<file path="config.mk">
export PLATFORM = sky130hd
export DESIGN_NAME = supply_prot_seq
export DESIGN_NICKNAME = d
export VERILOG_FILES = /design/src/rtl/supply_prot_pkg.sv /design/src/rtl/prot_debounce.sv /design/src/rtl/prot_datapath.sv /design/src/rtl/prot_control.sv /design/src/rtl/supply_prot_seq.sv
export SDC_FILE = /design/constraint.sdc
export NUM_CORES = 1
export LEC_CHECK = 0
export BUFFER_PORTS_ARGS = -buffer_cell sky130_fd_sc_hd__buf_2
export CAP_MARGIN = 20
export CORE_MARGIN = 2
export CORE_UTILIZATION = 35
export DETAILED_ROUTE_END_ITERATION = 16
export SLEW_MARGIN = 20
export SYNTH_ARGS = -nofsm -noshare
export SYNTH_HDL_FRONTEND = slang
export SYNTH_SLANG_ARGS = --single-unit
</file>
<file path="constraint.sdc">
create_clock -name clk -period 3.7 [get_ports clk]
set_clock_uncertainty 0.2 [all_clocks]
set_input_delay 0.74 -clock clk [delete_from_list [all_inputs] [get_ports clk]]
set_output_delay 0.74 -clock clk [all_outputs]
set_load 0.02 [all_outputs]
</file>
<file path="src/rtl/supply_prot_pkg.sv">
package supply_prot_pkg;

  typedef enum logic [1:0] {
    ST_STANDBY = 2'd0,
    ST_WAIT    = 2'd1,
    ST_ACTIVE  = 2'd2,
    ST_PROTECT = 2'd3
  } protState_t;

  typedef struct packed {
    logic clearSoft;
    logic acceptWr;
    logic enDrive;
    logic enAck;
    logic enStatus;
  } protStrobe_t;

  localparam int CMP_LOW  = 0;
  localparam int CMP_HIGH = 1;
  localparam int NUM_CMP  = 2;

endpackage

</file>
<file path="src/rtl/prot_debounce.sv">
module prot_debounce #(
  parameter int DEB_CYCLES = 16
) (
  input  logic clk,
  input  logic rstN,
  input  logic rawIn,
  output logic filtOut
);
  localparam int CW = $clog2(DEB_CYCLES + 1);

  logic [1:0]    syncQ;
  logic [CW-1:0] cnt;
  logic          filtQ;

  always_ff @(posedge clk or negedge rstN) begin
    if (!rstN) begin
      syncQ <= '0;
      cnt   <= '0;
      filtQ <= 1'b0;
    end else begin
      syncQ <= {syncQ[0], rawIn};
      if (syncQ[1] == filtQ) begin
        cnt <= '0;
      end else if (cnt == CW'(DEB_CYCLES - 1)) begin
        filtQ <= syncQ[1];
        cnt   <= '0;
      end else begin
        cnt <= cnt + 1'b1;
      end
    end
  end

  assign filtOut = filtQ;

  // the filtered level only moves toward the synchronized level
  assert_filter_follows_R10: assert property (@(posedge clk) disable iff (!rstN)
    (filtQ != $past(filtQ)) |-> ($past(syncQ[1]) == filtQ));

  // the run counter never passes the debounce window
  assert_count_bounded_R10: assert property (@(posedge clk) disable iff (!rstN)
    cnt <= CW'(DEB_CYCLES - 1));

endmodule

</file>
<file path="src/rtl/prot_datapath.sv">
module prot_datapath
  import supply_prot_pkg::*;
#(
  parameter int DEB_CYCLES = 16,
  parameter int DATA_W     = 8,
  parameter int SOFT_BIT   = 0
) (
  input  logic              clk,
  input  logic              rstN,
  input  logic              rawHigh,
  input  logic              rawLow,
  input  logic              wrStb,
  input  logic [DATA_W-1:0] wrData,
  input  protStrobe_t       strobes,
  output logic              highOk,
  output logic              lowOk,
  output logic              softBit,
  output logic              softNext
);
  logic [NUM_CMP-1:0] rawVec;
  logic [NUM_CMP-1:0] filtVec;
  logic               softQ;

  assign rawVec[CMP_LOW]  = rawLow;
  assign rawVec[CMP_HIGH] = rawHigh;

  for (genvar gi = 0; gi < NUM_CMP; gi++) begin : g_cmp
    prot_debounce #(.DEB_CYCLES(DEB_CYCLES)) u_deb (
      .clk     (clk),
      .rstN    (rstN),
      .rawIn   (rawVec[gi]),
      .filtOut (filtVec[gi])
    );
  end

  assign highOk = filtVec[CMP_HIGH];
  assign lowOk  = filtVec[CMP_LOW];

  always_comb begin
    softNext = softQ;
    if (strobes.clearSoft) begin
      softNext = 1'b0;
    end else if (strobes.acceptWr && wrStb) begin
      softNext = wrData[SOFT_BIT];
    end
  end

  always_ff @(posedge clk or negedge rstN) begin
    if (!rstN) softQ <= 1'b0;
    else       softQ <= softNext;
  end

  assign softBit = softQ;

  // a standby cycle leaves the soft-start bit cleared
  assert_standby_clears_R2: assert property (@(posedge clk) disable iff (!rstN)
    strobes.clearSoft |=> !softQ);

  // without bus acceptance the soft-start bit cannot change
  assert_no_ack_no_write_R8: assert property (@(posedge clk) disable iff (!rstN)
    (!strobes.acceptWr && !strobes.clearSoft) |=> $stable(softQ));

endmodule

</file>
<file path="src/rtl/prot_control.sv">
module prot_control
  import supply_prot_pkg::*;
(
  input  logic        clk,
  input  logic        rstN,
  input  logic        highOk,
  input  logic        lowOk,
  input  logic        softBit,
  input  logic        softNext,
  output protStrobe_t strobes
);
  protState_t stateQ, stateNext;

  always_comb begin
    stateNext = stateQ;
    unique case (stateQ)
      ST_STANDBY: if (highOk && lowOk) stateNext = ST_WAIT;
      ST_WAIT: begin
        if (!lowOk)        stateNext = ST_PROTECT;
        else if (softNext) stateNext = ST_ACTIVE;
      end
      ST_ACTIVE: begin
        if (!lowOk)         stateNext = ST_PROTECT;
        else if (!softNext) stateNext = ST_WAIT;
      end
      ST_PROTECT: if (highOk) stateNext = ST_STANDBY;
      default: stateNext = ST_STANDBY;
    endcase
  end

  always_ff @(posedge clk or negedge rstN) begin
    if (!rstN) stateQ <= ST_STANDBY;
    else       stateQ <= stateNext;
  end

  always_comb begin
    strobes           = '0;
    strobes.clearSoft = (stateQ == ST_STANDBY);
    strobes.acceptWr  = (stateQ == ST_WAIT) || (stateQ == ST_ACTIVE);
    strobes.enAck     = strobes.acceptWr;
    strobes.enDrive   = (stateQ == ST_ACTIVE);
    strobes.enStatus  = (stateQ == ST_ACTIVE);
  end

  // outputs only run with the soft-start bit set
  assert_drive_needs_soft_R4: assert property (@(posedge clk) disable iff (!rstN)
    (strobes.enDrive || strobes.enStatus) |-> softBit);

  // a low lower-comparator shuts everything off on the next cycle
  assert_low_trip_R7: assert property (@(posedge clk) disable iff (!rstN)
    !lowOk |=> (!strobes.enDrive && !strobes.enStatus && !strobes.enAck));

  // protection exits only toward standby
  assert_protect_exit_R9: assert property (@(posedge clk) disable iff (!rstN)
    (stateQ == ST_PROTECT) |=> (stateQ == ST_PROTECT || stateQ == ST_STANDBY));

  // the upper comparator alone never stops an active stage
  assert_hold_active_R6: assert property (@(posedge clk) disable iff (!rstN)
    (stateQ == ST_ACTIVE && lowOk && softNext) |=> (stateQ == ST_ACTIVE));

  // standby is left only with a good upper comparator
  assert_standby_hold_R2: assert property (@(posedge clk) disable iff (!rstN)
    (stateQ == ST_STANDBY && !highOk) |=> (stateQ == ST_STANDBY));

endmodule

</file>
<file path="src/rtl/supply_prot_seq.sv">
module supply_prot_seq
  import supply_prot_pkg::*;
#(
  parameter int DEB_CYCLES = 16,
  parameter int DATA_W     = 8,
  parameter int SOFT_BIT   = 0
) (
  input  logic              clk,
  input  logic              rstN,
  input  logic              supplyAboveHigh,
  input  logic              supplyAboveLow,
  input  logic              cfgWrStb,
  input  logic [DATA_W-1:0] cfgWrData,
  output logic              outEnable,
  output logic              ackEnable,
  output logic              regReset,
  output logic              statusDrive
);
  protStrobe_t strobes;
  logic highOk, lowOk, softBit, softNext;

  prot_datapath #(
    .DEB_CYCLES (DEB_CYCLES),
    .DATA_W     (DATA_W),
    .SOFT_BIT   (SOFT_BIT)
  ) u_datapath (
    .clk      (clk),
    .rstN     (rstN),
    .rawHigh  (supplyAboveHigh),
    .rawLow   (supplyAboveLow),
    .wrStb    (cfgWrStb),
    .wrData   (cfgWrData),
    .strobes  (strobes),
    .highOk   (highOk),
    .lowOk    (lowOk),
    .softBit  (softBit),
    .softNext (softNext)
  );

  prot_control u_control (
    .clk      (clk),
    .rstN     (rstN),
    .highOk   (highOk),
    .lowOk    (lowOk),
    .softBit  (softBit),
    .softNext (softNext),
    .strobes  (strobes)
  );

  assign outEnable   = strobes.enDrive;
  assign ackEnable   = strobes.enAck;
  assign regReset    = strobes.clearSoft;
  assign statusDrive = strobes.enStatus;

endmodule

</file>
# After elaboration in Yosys (flattened, before gate mapping)
# Index checks and enable logic that the tools add are counted.
dict set report totals {
  register_bits 19
  out_inout_bits 4
}
dict set report classes {
  add_sub_neg 2
  n_eq_ne 11
  muxes 13
  n_bitwise 2
  n_reduce_logical 7
}
# op n
set op_table {}
lappend op_table {{2-to-1 mux 5 bit} 4}
lappend op_table {{2-to-1 mux 2 bit} 6}
lappend op_table {{adder 5 x 1 -> 5 bit (second input constant)} 2}
lappend op_table {{equality test 5 x 4 -> 1 bit (second input constant)} 2}
lappend op_table {{case mux 2 bit (4 select lines)} 1}
lappend op_table {{equality test 2 bit (second input constant)} 2}
lappend op_table {{AND reduction 2 bit} 2}
lappend op_table {{AND reduction 4 bit} 1}
lappend op_table {{!= test 3 x 2 -> 1 bit (second input constant)} 1}
lappend op_table {{!= test 3 bit (second input constant)} 1}
lappend op_table {{equality test 1 bit} 2}
lappend op_table {{equality test 2 x 1 -> 1 bit (second input constant)} 1}
lappend op_table {{logical AND 1 bit} 2}
lappend op_table {{zero test 2 bit} 1}
lappend op_table {{2-to-1 mux 1 bit} 2}
lappend op_table {{!= test 2 x 1 -> 1 bit (second input constant)} 1}
lappend op_table {{!= test 2 bit (second input constant)} 1}
lappend op_table {{inverter 1 bit} 2}
lappend op_table {{logical OR 1 bit} 1}

# Longest topological paths before layout
# Gate-level depths: netlist (run 1).
dict set report depth {
  depth_word 8
  depth_mapped 7
  mapped_depth_nobuf 7
}

# Cells and area by module
# Synthesis (run 1) repeated with hierarchy kept, for this count alone.
dict set report unflattened {
  cells_unflattened 75
  hier_area_um2 884.6
}
# module instances cells_each area_per_inst_um2 seq_area_each_um2
set by_module_without_submodules {}
lappend by_module_without_submodules {prot_debounce 2 23 304.0 200.2}
lappend by_module_without_submodules {prot_control 1 25 227.7 50.0}
lappend by_module_without_submodules {prot_datapath 1 4 48.8 25.0}

# Worst setup path before layout (run 1)
# OpenSTA, ideal clock, no wires.
dict set report synth_path {
  kind {register to register}
  from {register u_control.stateQ[0]}
  to {register u_control.stateQ[1]}
  setup_time_ps 82
  arrival_time_ps 1740
  path_slack_ps 1678
  path_stages_with_launch 8
  path_cell_list {dfrtp_1 -> inv_1 -> ha_1 -> a21bo_1 -> a21oi_2 -> mux2i_2 -> a21oi_1 -> a31oi_1}
}
dict set report synth_via {
  elab_chain_len 7
}
# element line_no
set synth_lines {}
lappend synth_lines {{start, declared} prot_control.sv:12} ;# protState_t stateQ, stateNext;
lappend synth_lines {{start signal, assigned} prot_control.sv:33} ;# else stateQ <= stateNext;
lappend synth_lines {{equality test 2 x 1 -> 1 bit or equality test 2 bit (tied branches)} prot_control.sv:39} ;# strobes.acceptWr = (stateQ == ST_WAIT) || (stateQ == ST_ACTIVE);
lappend synth_lines {{logical OR 1 bit *} prot_control.sv:39}
lappend synth_lines {{named net ackEnable} supply_prot_seq.sv:15} ;# output logic ackEnable,
lappend synth_lines {{logical AND 1 bit *} prot_datapath.sv:43} ;# end else if (strobes.acceptWr && wrStb) begin
lappend synth_lines {{2-to-1 mux 1 bit *} prot_datapath.sv:43}
lappend synth_lines {{2-to-1 mux 1 bit *} prot_datapath.sv:41} ;# if (strobes.clearSoft) begin
lappend synth_lines {{named net softNext} supply_prot_seq.sv:20} ;# logic highOk, lowOk, softBit, softNext;
lappend synth_lines {{!= test 3 x 2 -> 1 bit (no source line) or != test 3 bit (tied branches)} -}
lappend synth_lines {{AND reduction 4 bit (no source line) *} -}
# The timed path passes the listed nets; every way through them passes the cells marked *.
# A chain may end at the register's enable or synchronous reset.

# Final worst setup path (run 1)
dict set report layout_path {
  from {register u_control.stateQ[0]}
  to {output ackEnable}
}
dict set report layout_via {
  elab_chain_len 2
}
# element line_no
set layout_lines {}
lappend layout_lines {{equality test 2 x 1 -> 1 bit or equality test 2 bit (tied branches)} prot_control.sv:39}
lappend layout_lines {{logical OR 1 bit *} prot_control.sv:39}
lappend layout_lines {{end, declared} supply_prot_seq.sv:15}
# Mark *: on every way between the ends. The rest lies on a longest branch, timed or not.

==> impl_metrics.yaml, run 1 <==
sta:
  slew_viol_final: 0
  finalSetupTns_ns: 0
  finalHoldViolations: 0
  timing.final.crit_period_ns: 2.30
  max_slew_margin_pct: 72.5
  final_cycle_utilization_of_the_critical_path_pct: 62.1
  setup_viol: 0
  whs_ns: 0.162
  unrepaired_setup_endpoints_after_global_routing: "no"
  max_clock_freq_mhz: 435
  max_slew.worst_pin.slew_ns: 0.412
synthesis:
  post-synth-top-area-fraction_pct: 56.4
  syn_area_um2: 843
  synth-edff-count: 0
  synthesis.yosys.warnings: 0
  postSynthCellCount: 73
  synth.top_cells.by_area: "dfrtp_1 (56%), ha_1 (8.9%), xor2_1 (6.2%)"
  synth_largest_area_cell: "dfrtp_1"
  async_flop_share_pct: 100
  synthesis.area_per_instance_um2: 11.6
  yosys.cell_count.top_type: "dfrtp_1"
  netlist_top_cells_count: "dfrtp_1 (19), nor2_1 (9), nand3_1 (7)"
  synth.distinct_cells: 21
  ys_ff_latch: 19
  sequential_share_of_the_synthesized_area_pct: 56.4
  postSynthNetCount: 92
  synth_flop_cell: "dfrtp_1"
global_routing:
  gr-usage-all-layers_pct: 11.3
  grt_util_met3_pct: 3.39
  grt_overflow_total: 0
  grt_pass1_vias: 544
  number_of_antenna_violations_at_the_first_check_in_global_routing: 0
  grt_max_degree: 20
  grt_first_pass_wirelength_mm: 2.16
  gr-usage-met1_pct: 13.1
  met2_usage_pct: 17.3
  busiest_layer: "met2"
setup_path:
  critical_path.startpoint_type: "flip-flop"
  crit_required_ns: 2.76
  crit_path_end_kind: "output port"
  critical_path.max_fanout: 6
  crit_arrival_ns: 1.36
  critical-path-max-stage-delay_ns: 0.45
  criticalPathCategory: "flip-flop to output port"
  worstRegToRegCells: 7
  critical_path.cell_chain: "inv_1 -> ha_1 -> buf_2"
  crit_slowest_cell: "dfrtp_1"
die:
  number_of_rows_in_the_core_area: 17
  die_area_um2: 2820
  design.portCount: 17
  die_width_um: 53.1
  y_dimension_of_the_die_um: 53.1
  initial_utilization_pct: 37.4
  fp.coreArea_um2: 2250
route:
  routed_wl_mm: 1.23
  detail_route.first_pass.iterations: 4
  wl_per_cell_um: 10.9
  route.detailed.vias_per_inst: 4.81
  drt_drc_violations_left: 0
  detail-route-antenna-nets: 0
  routed-via-count: 544
  drt_iter0_markers: 7
clock_network:
  clockBufferDepth: 2
  cts.reportedPaths.clkPinSlew_ns: 0.10
  cts_htree_levels: 1
  tritoncts: "built"
  numCtsBuffers: 3
  cts.hold.buffers_added: 0
  clkLatencyLatePin_ns: 0.29
  cts_resized: 0
  clk_root_buffer_cell: "clkbuf_4"
  setup_bufs_post_cts: 0
  numClockSinks: 19
power:
  power.ir.vdd_worst_v: 0.000311
  p_leak_uw: 0.000499
  pwr_density_cell_nw_per_um2: 619
layout:
  final_layout_size_suffix_gt1_share_pct: 17.6
  finalNetCount: 105
  flow.area_growth_from_synthesis_pct: 11.9
  antennaDiodeCount: 0
place:
  place_congestion: 0.686
  hpwlAfterDp_um: 923
  io_buffer_count: 9
hold_path:
  timing.hold.worst.class: "input port to async pin"
outcome:
  run_status: "completed"
run:
  maxCapViolCount: 0
report_power, final:
group	internal [µW]	total (µW)	leakage, µW	switching, µW
Sequential	232	256	0.000245	23.7
Combinational	93.2	228	0.000236	135
Clock	40.2	101	0.0000177	60.4
state kept, by name (all words and copies together) (netlist names):
register and flops:
u_control.stateQ 2, u_datapath.softBit 1, u_datapath.g_cmp.u_deb.syncQ 4, u_datapath.g_cmp.u_deb.cnt 10
u_datapath.g_cmp.u_deb.filtOut 2
final cells by class:
class | count | area, µm²
Clock buffer | 3 | 22.5
Clock inverter | 1 | 5.00
Fill cell | 233 | 1310
Inverter | 4 | 15.0
Multi-Input combinational cell | 49 | 345
Sequential cell | 19 | 475
Tap cell | 28 | 35.0
Timing Repair Buffer | 9 | 45.0
critical path: cells and delay by family (launching register included):
family | cells | cell delay (ns)
flip-flops | 1 | 0.45
buffers and inverters | 2 | 0.28
adder cells (fa/ha/maj) | 1 | 0.34
through the flow:
step / std cells / power (µW) / setup WS [ns] / utilization [%] / cell area (µm²)
finish: 113 / 584 / 1.40 / 41.8 / 943
global route: 113 / 638 / 1.31 / 41.8 / 943
CTS: 113 / 596 / 1.39 / 41.8 / 943
detailed placement: 109 / 491 / 1.62 / 40.6 / 916
global placement: 109 / 485 / 1.64 / 40.6 / 916
floorplan: 73 / 442 / 1.68 / - / 843
layer usage:
metal,share of wire [%],routed length [µm]
met2,43,533
met5,0,0
met1,48,591
met4,3.0,37
met3,5.4,66
placed cells by master (no fill, tap or decap):
cell type,count
a21bo_1,1
a21oi_1,2
a21oi_2,1
a31oi_1,2
and2_1,2
and3_1,2
buf_2,9
clkbuf_4,3
clkinv_2,1
dfrtp_1,19
ha_1,6
inv_1,4
mux2_1,2
mux2i_2,1
nand2_1,2
nand2b_1,1
nand3_1,7
nand3b_1,1
nor2_1,9
o21ai_1,2
o21bai_1,1
or2b_1,1
xor2_1,6
final timing paths:
kind | startpoint | endpoint | slack (ns)
max in group asynchronous | rstN | u_datapath.g_cmp[1].u_deb.cnt[2] | 2.85
setup / recovery | u_control.stateQ[0] | ackEnable | 1.40
hold / removal | rstN | u_datapath.g_cmp[0].u_deb.cnt[0] | 0.16
setup reg to reg | u_control.stateQ[0] | u_control.stateQ[1] | 1.60
min in group clk | u_datapath.g_cmp[0].u_deb.syncQ[0] | u_datapath.g_cmp[0].u_deb.syncQ[1] | 0.16
hold reg to reg | u_datapath.g_cmp[0].u_deb.syncQ[0] | u_datapath.g_cmp[0].u_deb.syncQ[1] | 0.16
logic make-up after synthesis:
family	share of synthesized area (%)
simple gates	14.5
flops	56.4
compound gates	6.97
xor+xnor	6.23
fa+ha+maj	8.90
buf+inv	2.67
mux	4.30
No activity file was read; power rests on OpenSTA's default activity.
==> run 2: changes to the inputs <==
clock period = 2.05 ns   (was 3.7 ns; I/O delays follow)
==> run 2 against run 1 <==
  * Register-to-register slack got worse by 1.5 ns
  * Flip-flop and latch count did not move
  * Highest routed layer unchanged
  * Critical path type unchanged
  * Largest cell class unchanged
  * Final cell count rose by 6.2%
  * Count of clock-buffer cells in the layout did not move
  * Setup slack got worse by 1.3 ns
  * Critical path depth rose by 1
  * Sequential share of layout area fell by 3.8 points
==> impl_metrics.yaml, run 2 (synthesis results as in run 1) <==
outcome:
  run_status: "completed"
sta:
  max_slew.worst_pin.slew_ns: 0.427
  max_clock_freq_mhz: 511
  unrepaired_setup_endpoints_after_global_routing: "no"
  finalHoldViolations: 0
  max_slew_margin_pct: 71.5
  slew_viol_final: 0
  timing.final.crit_period_ns: 1.96
  setup_viol: 0
  final_cycle_utilization_of_the_critical_path_pct: 95.4
  finalSetupTns_ns: 0
setup_path:
  crit_required_ns: 1.44
  critical_path.startpoint: "u_control.stateQ[1]"
  criticalPathCategory: "flip-flop to output port"
  worstRegToRegCells: 8
  crit_arrival_ns: 1.35
  crit_path_end_kind: "output port"
  critical_path.max_fanout: 5
  critical_path.startpoint_type: "flip-flop"
  rrSetupSlack_ns: 0.12
  critical_path.reg2reg.startpoint: "u_control.stateQ[1]"
  regToRegEndpoint: "u_control.stateQ[1]"
clock_network:
  cts.reportedPaths.clkPinSlew_ns: 0.11
  clockBufferDepth: 2
  tritoncts: "built"
  clk_root_buffer_cell: "clkbuf_4"
  cts_htree_levels: 1
  clkLatencyLatePin_ns: 0.29
  numCtsBuffers: 3
  numClockSinks: 19
global_routing:
  grt_pass1_vias: 567
  grt_max_degree: 20
  grt_first_pass_wirelength_mm: 2.36
  gr-usage-all-layers_pct: 12.0
  grt_overflow_total: 0
  number_of_antenna_violations_at_the_first_check_in_global_routing: 0
route:
  route.layer.met1.wl_um: 635
  met2WireLength_um: 573
  drt_drc_violations_left: 0
  wl_per_cell_um: 10.5
  routed-wl-met3_um: 40
  routed-via-count: 550
  routed_wl_mm: 1.27
  drt_iter0_markers: 4
  detail_route.first_pass.iterations: 3
  highest_layer: "met4"
  detail-route-antenna-nets: 0
  route.detailed.vias_per_inst: 4.58
place:
  place_inst: 111
  place_congestion: 0.673
  io_buffer_count: 9
  hpwlAfterDp_um: 925
layout:
  finalNetCount: 112
  most_common_cell_after_layout_fill_and_taps_aside: "dfrtp_1"
  layout.core_utilization_pct: 45.2
  final_layout_size_suffix_gt1_share_pct: 23.9
  most_frequent_cells_in_the_layout: "dfrtp_1 (19), nor2_1 (9), buf_2 (9)"
  largest_register_ffs: 10
  flow.area_growth_from_synthesis_pct: 20.9
  stdcell_count: 120
  max_flop_register: "u_datapath.g_cmp.u_deb.cnt"
  largest_registers: "u_datapath.g_cmp.u_deb.cnt: 10 flops, u_datapath.g_cmp.u_deb.syncQ: 4 flops"
  antennaDiodeCount: 0
hold_path:
  critical_hold_path_startpoint: "u_datapath.g_cmp[0].u_deb.syncQ[0]"
  worstHoldPathCells: 0
  timing.hold.worst.class: "flip-flop to flip-flop"
  worst_hold_path.endpoint: "u_datapath.g_cmp[0].u_deb.syncQ[1]"
power:
  power.ir.vdd_worst_v: 0.000692
  total_power_uw: 1190
  p_leak_uw: 0.000529
  pwr_density_cell_nw_per_um2: 1170
die:
  number_of_rows_in_the_core_area: 17
  y_dimension_of_the_die_um: 53.1
  fp.coreArea_um2: 2250
  die_area_um2: 2820
  design.portCount: 17
  die_width_um: 53.1
  initial_utilization_pct: 37.4
run:
  maxCapViolCount: 0
==> run 2: worst max path at each step <==
stage,to,slack (ns),depth (start not counted)
floorplan,u_control.stateQ[1],0.03,7
global placement,u_control.stateQ[1],0.15,7
detailed placement,u_control.stateQ[1],0.12,7
CTS,u_control.stateQ[1],0.09,7
global route,u_control.stateQ[1],0.01,8
finish,outEnable,0.09,4
==> run 2: power breakdown <==
group | internal, µW | total (µW) | switching (µW)
combinational | 261 | 567 | 305
sequential | 418 | 439 | 20.5
clock | 72.5 | 183 | 110
total | 752 | 1190 | 436
==> run 2: repair_timing <==
item                                    in CTS  in global routing
hold buffers                                 3                  0
resized for setup                            0                  3
setup buffers                                0                  2
endpoints found under the setup margin       0                  1
endpoints found under the hold margin       21                  0
==> run 2: per-stage QoR <==
stage	hold WS [ns]	instance area, µm²	setup slack (ns)
final	0.158	1020	0.0934
after global routing	0.189	1020	0.0105
after CTS	0.161	988	0.0936
after global placement	0.132	931	0.145
after floorplan	-0.0856	843	0.0277
after detailed placement	0.135	931	0.123
==> run 2: worst max-delay path: stages, from the launching register on <==
cell	delay, ns
dfrtp_1	0.39
buf_4	0.13
buf_4	0.14
ha_1	0.22
buf_2	0.17
==> run 2: layer usage <==
| layer | up-vias | GRT usage, % |
|---|---|---|
| li1 | 284 | - |
| met1 | 255 | 14.2 |
| met2 | 9 | 19.4 |
| met3 | 2 | 2.54 |
| met4 | 0 | 7.69 |
| met5 | - | 0 |
==> run 2: layout make-up <==
class	instances	area, µm²
clock buffers	3	22.5
well taps	28	35.0
repair buffers	16	105
inverters	4	15.0
fillers	229	1230
flip-flops and latches	19	475
clock inverters	1	5.00
multi-input cells	49	362
==> run 3: changes to the inputs <==
CORE_ASPECT_RATIO = 0.6   (was default)
MAX_ROUTING_LAYER = met4   (was default)
==> run 3 against run 2 <==
  * Combinational power fell by 5.1%
  * Sequential power rose by 1%
  * Setup slack improved by 0.036 ns
  * Critical endpoint is now u_control.stateQ[1]
  * Critical path depth rose by 3
  * Final cell count fell by 0.83%
==> impl_metrics.yaml, run 3 (synthesis results as in run 1) <==
layout:
  largest_register_ffs: 10
  antennaDiodeCount: 0
  max_flop_register: "u_datapath.g_cmp.u_deb.cnt"
  layout.core_utilization_pct: 45.3
  final_layout_size_suffix_gt1_share_pct: 22.5
  largest_registers: "u_datapath.g_cmp.u_deb.cnt: 10 flops, u_datapath.g_cmp.u_deb.syncQ: 4 flops"
  finalNetCount: 109
  most_frequent_cells_in_the_layout: "dfrtp_1 (19), nor2_1 (9), buf_2 (9)"
  flow.area_growth_from_synthesis_pct: 19.6
  stdcell_count: 119
  most_common_cell_after_layout_fill_and_taps_aside: "dfrtp_1"
sta:
  max_clock_freq_mhz: 521
  max_slew_margin_pct: 72.6
  finalSetupTns_ns: 0
  setup_viol: 0
  timing.final.crit_period_ns: 1.92
  final_cycle_utilization_of_the_critical_path_pct: 93.7
  slew_viol_final: 0
  max_slew.worst_pin.slew_ns: 0.412
  finalHoldViolations: 0
  post-route-worst-setup-slack_ns: 0.129
global_routing:
  grt_util_met3_pct: 6.45
  grt_max_degree: 20
  busiest_layer: "met2"
  met2_usage_pct: 18.0
  number_of_antenna_violations_at_the_first_check_in_global_routing: 0
  grt_pass1_vias: 566
  grt_first_pass_wirelength_mm: 2.48
  grt_overflow_total: 0
  gr-usage-all-layers_pct: 12.9
  gr-usage-met1_pct: 15.8
setup_path:
  crit_path_end_kind: "flip-flop"
  crit_end: "u_control.stateQ[1]"
  rrSetupSlack_ns: 0.13
  criticalPathCategory: "flip-flop to flip-flop"
  critical_path.reg2reg.startpoint: "u_control.stateQ[0]"
  critical_path.max_fanout: 4
  crit_arrival_ns: 1.90
  worstRegToRegCells: 7
  critical_path.startpoint_type: "flip-flop"
  regToRegEndpoint: "u_control.stateQ[1]"
  critical_path.startpoint: "u_control.stateQ[0]"
  crit_required_ns: 2.03
die:
  design.portCount: 17
  y_dimension_of_the_die_um: 42.0
  die_area_um2: 2830
  fp.coreArea_um2: 2230
  initial_utilization_pct: 37.8
  number_of_rows_in_the_core_area: 13
  die_width_um: 67.4
place:
  io_buffer_count: 9
  place_congestion: 0.770
  place_inst: 113
  place_ws_ns: 0.0616
  hpwlAfterDp_um: 965
route:
  routed-via-count: 537
  drt_drc_violations_left: 0
  wl_per_cell_um: 11.6
  detail_route.first_pass.iterations: 4
  drt_iter0_markers: 36
  routed_wl_mm: 1.38
  detail-route-antenna-nets: 0
  route.detailed.vias_per_inst: 4.51
clock_network:
  cts_htree_levels: 1
  clk_root_buffer_cell: "clkbuf_8"
  cts.reportedPaths.clkPinSlew_ns: 0.07
  numCtsBuffers: 3
  tritoncts: "built"
  clkLatencyLatePin_ns: 0.25
  numClockSinks: 19
  clockBufferDepth: 2
power:
  power.ir.vdd_worst_v: 0.000477
  total_power_uw: 1240
  pwr_density_cell_nw_per_um2: 1230
  p_leak_uw: 0.000520
hold_path:
  timing.hold.worst.class: "input port to flip-flop"
  worstHoldPathCells: 1
  critical_hold_path_startpoint: "supplyAboveHigh"
outcome:
  run_status: "completed"
run:
  maxCapViolCount: 0
[run 3: metrics by stage]
step | hold slack (ns) | area (µm²)
final | 0.0665 | 1010
after global routing | 0.0439 | 1010
after CTS | 0.0547 | 988
after detailed placement | 0.136 | 933
after global placement | 0.133 | 933
after floorplan | -0.0856 | 843
[run 3: layout make-up]
type / count / area [µm²]
Multi-Input combinational cell: 49 / 358
Clock buffer: 4 / 45.0
Tap cell: 30 / 37.5
Sequential cell: 19 / 475
Fill cell: 213 / 1220
Timing Repair Buffer: 13 / 77.6
Inverter: 4 / 15.0
[run 3: metal layers]
metal / part of all wire, % / vias to the layer above
li1: - / 275
met1: 51 / 253
met2: 44 / 7
met3: 4.3 / 2
met4: 0.58 / 0
met5: 0 / -
[run 3: what timing repair did]
| item | CTS | global route |
|---|---|---|
| hold buffers | 1 | 0 |
| resized for setup | 0 | 3 |
| setup buffers | 0 | 1 |
| endpoints found under the hold margin | 19 | 0 |
| setup endpoints to repair | 0 | 2 |
[run 3: power breakdown]
| part | total (µW) | internal, µW | switching (µW) |
|---|---|---|---|
| logic | 538 | 237 | 301 |
| clock network | 255 | 138 | 117 |
| registers | 444 | 419 | 25.1 |
[run 3: worst min path at each step]
| stage | to | slack (ns) |
|---|---|---|
| after floorplan | u_control.stateQ[0] | -0.09 |
| after global placement | u_datapath.g_cmp[0].u_deb.syncQ[1] | 0.13 |
| after detailed placement | u_datapath.g_cmp[1].u_deb.syncQ[1] | 0.14 |
| after CTS | u_datapath.g_cmp[1].u_deb.syncQ[0] | 0.05 |
| after global routing | u_datapath.g_cmp[1].u_deb.syncQ[0] | 0.04 |
| final | u_datapath.g_cmp[1].u_deb.syncQ[0] | 0.07 |
[run 3: critical path, cell delays in order (launching register included)]
cell	delay, ns
dfrtp_1	0.40
inv_2	0.11
ha_4	0.22
a21bo_1	0.17
a21oi_2	0.17
mux2i_2	0.33
a21oi_1	0.11
a31oi_1	0.14
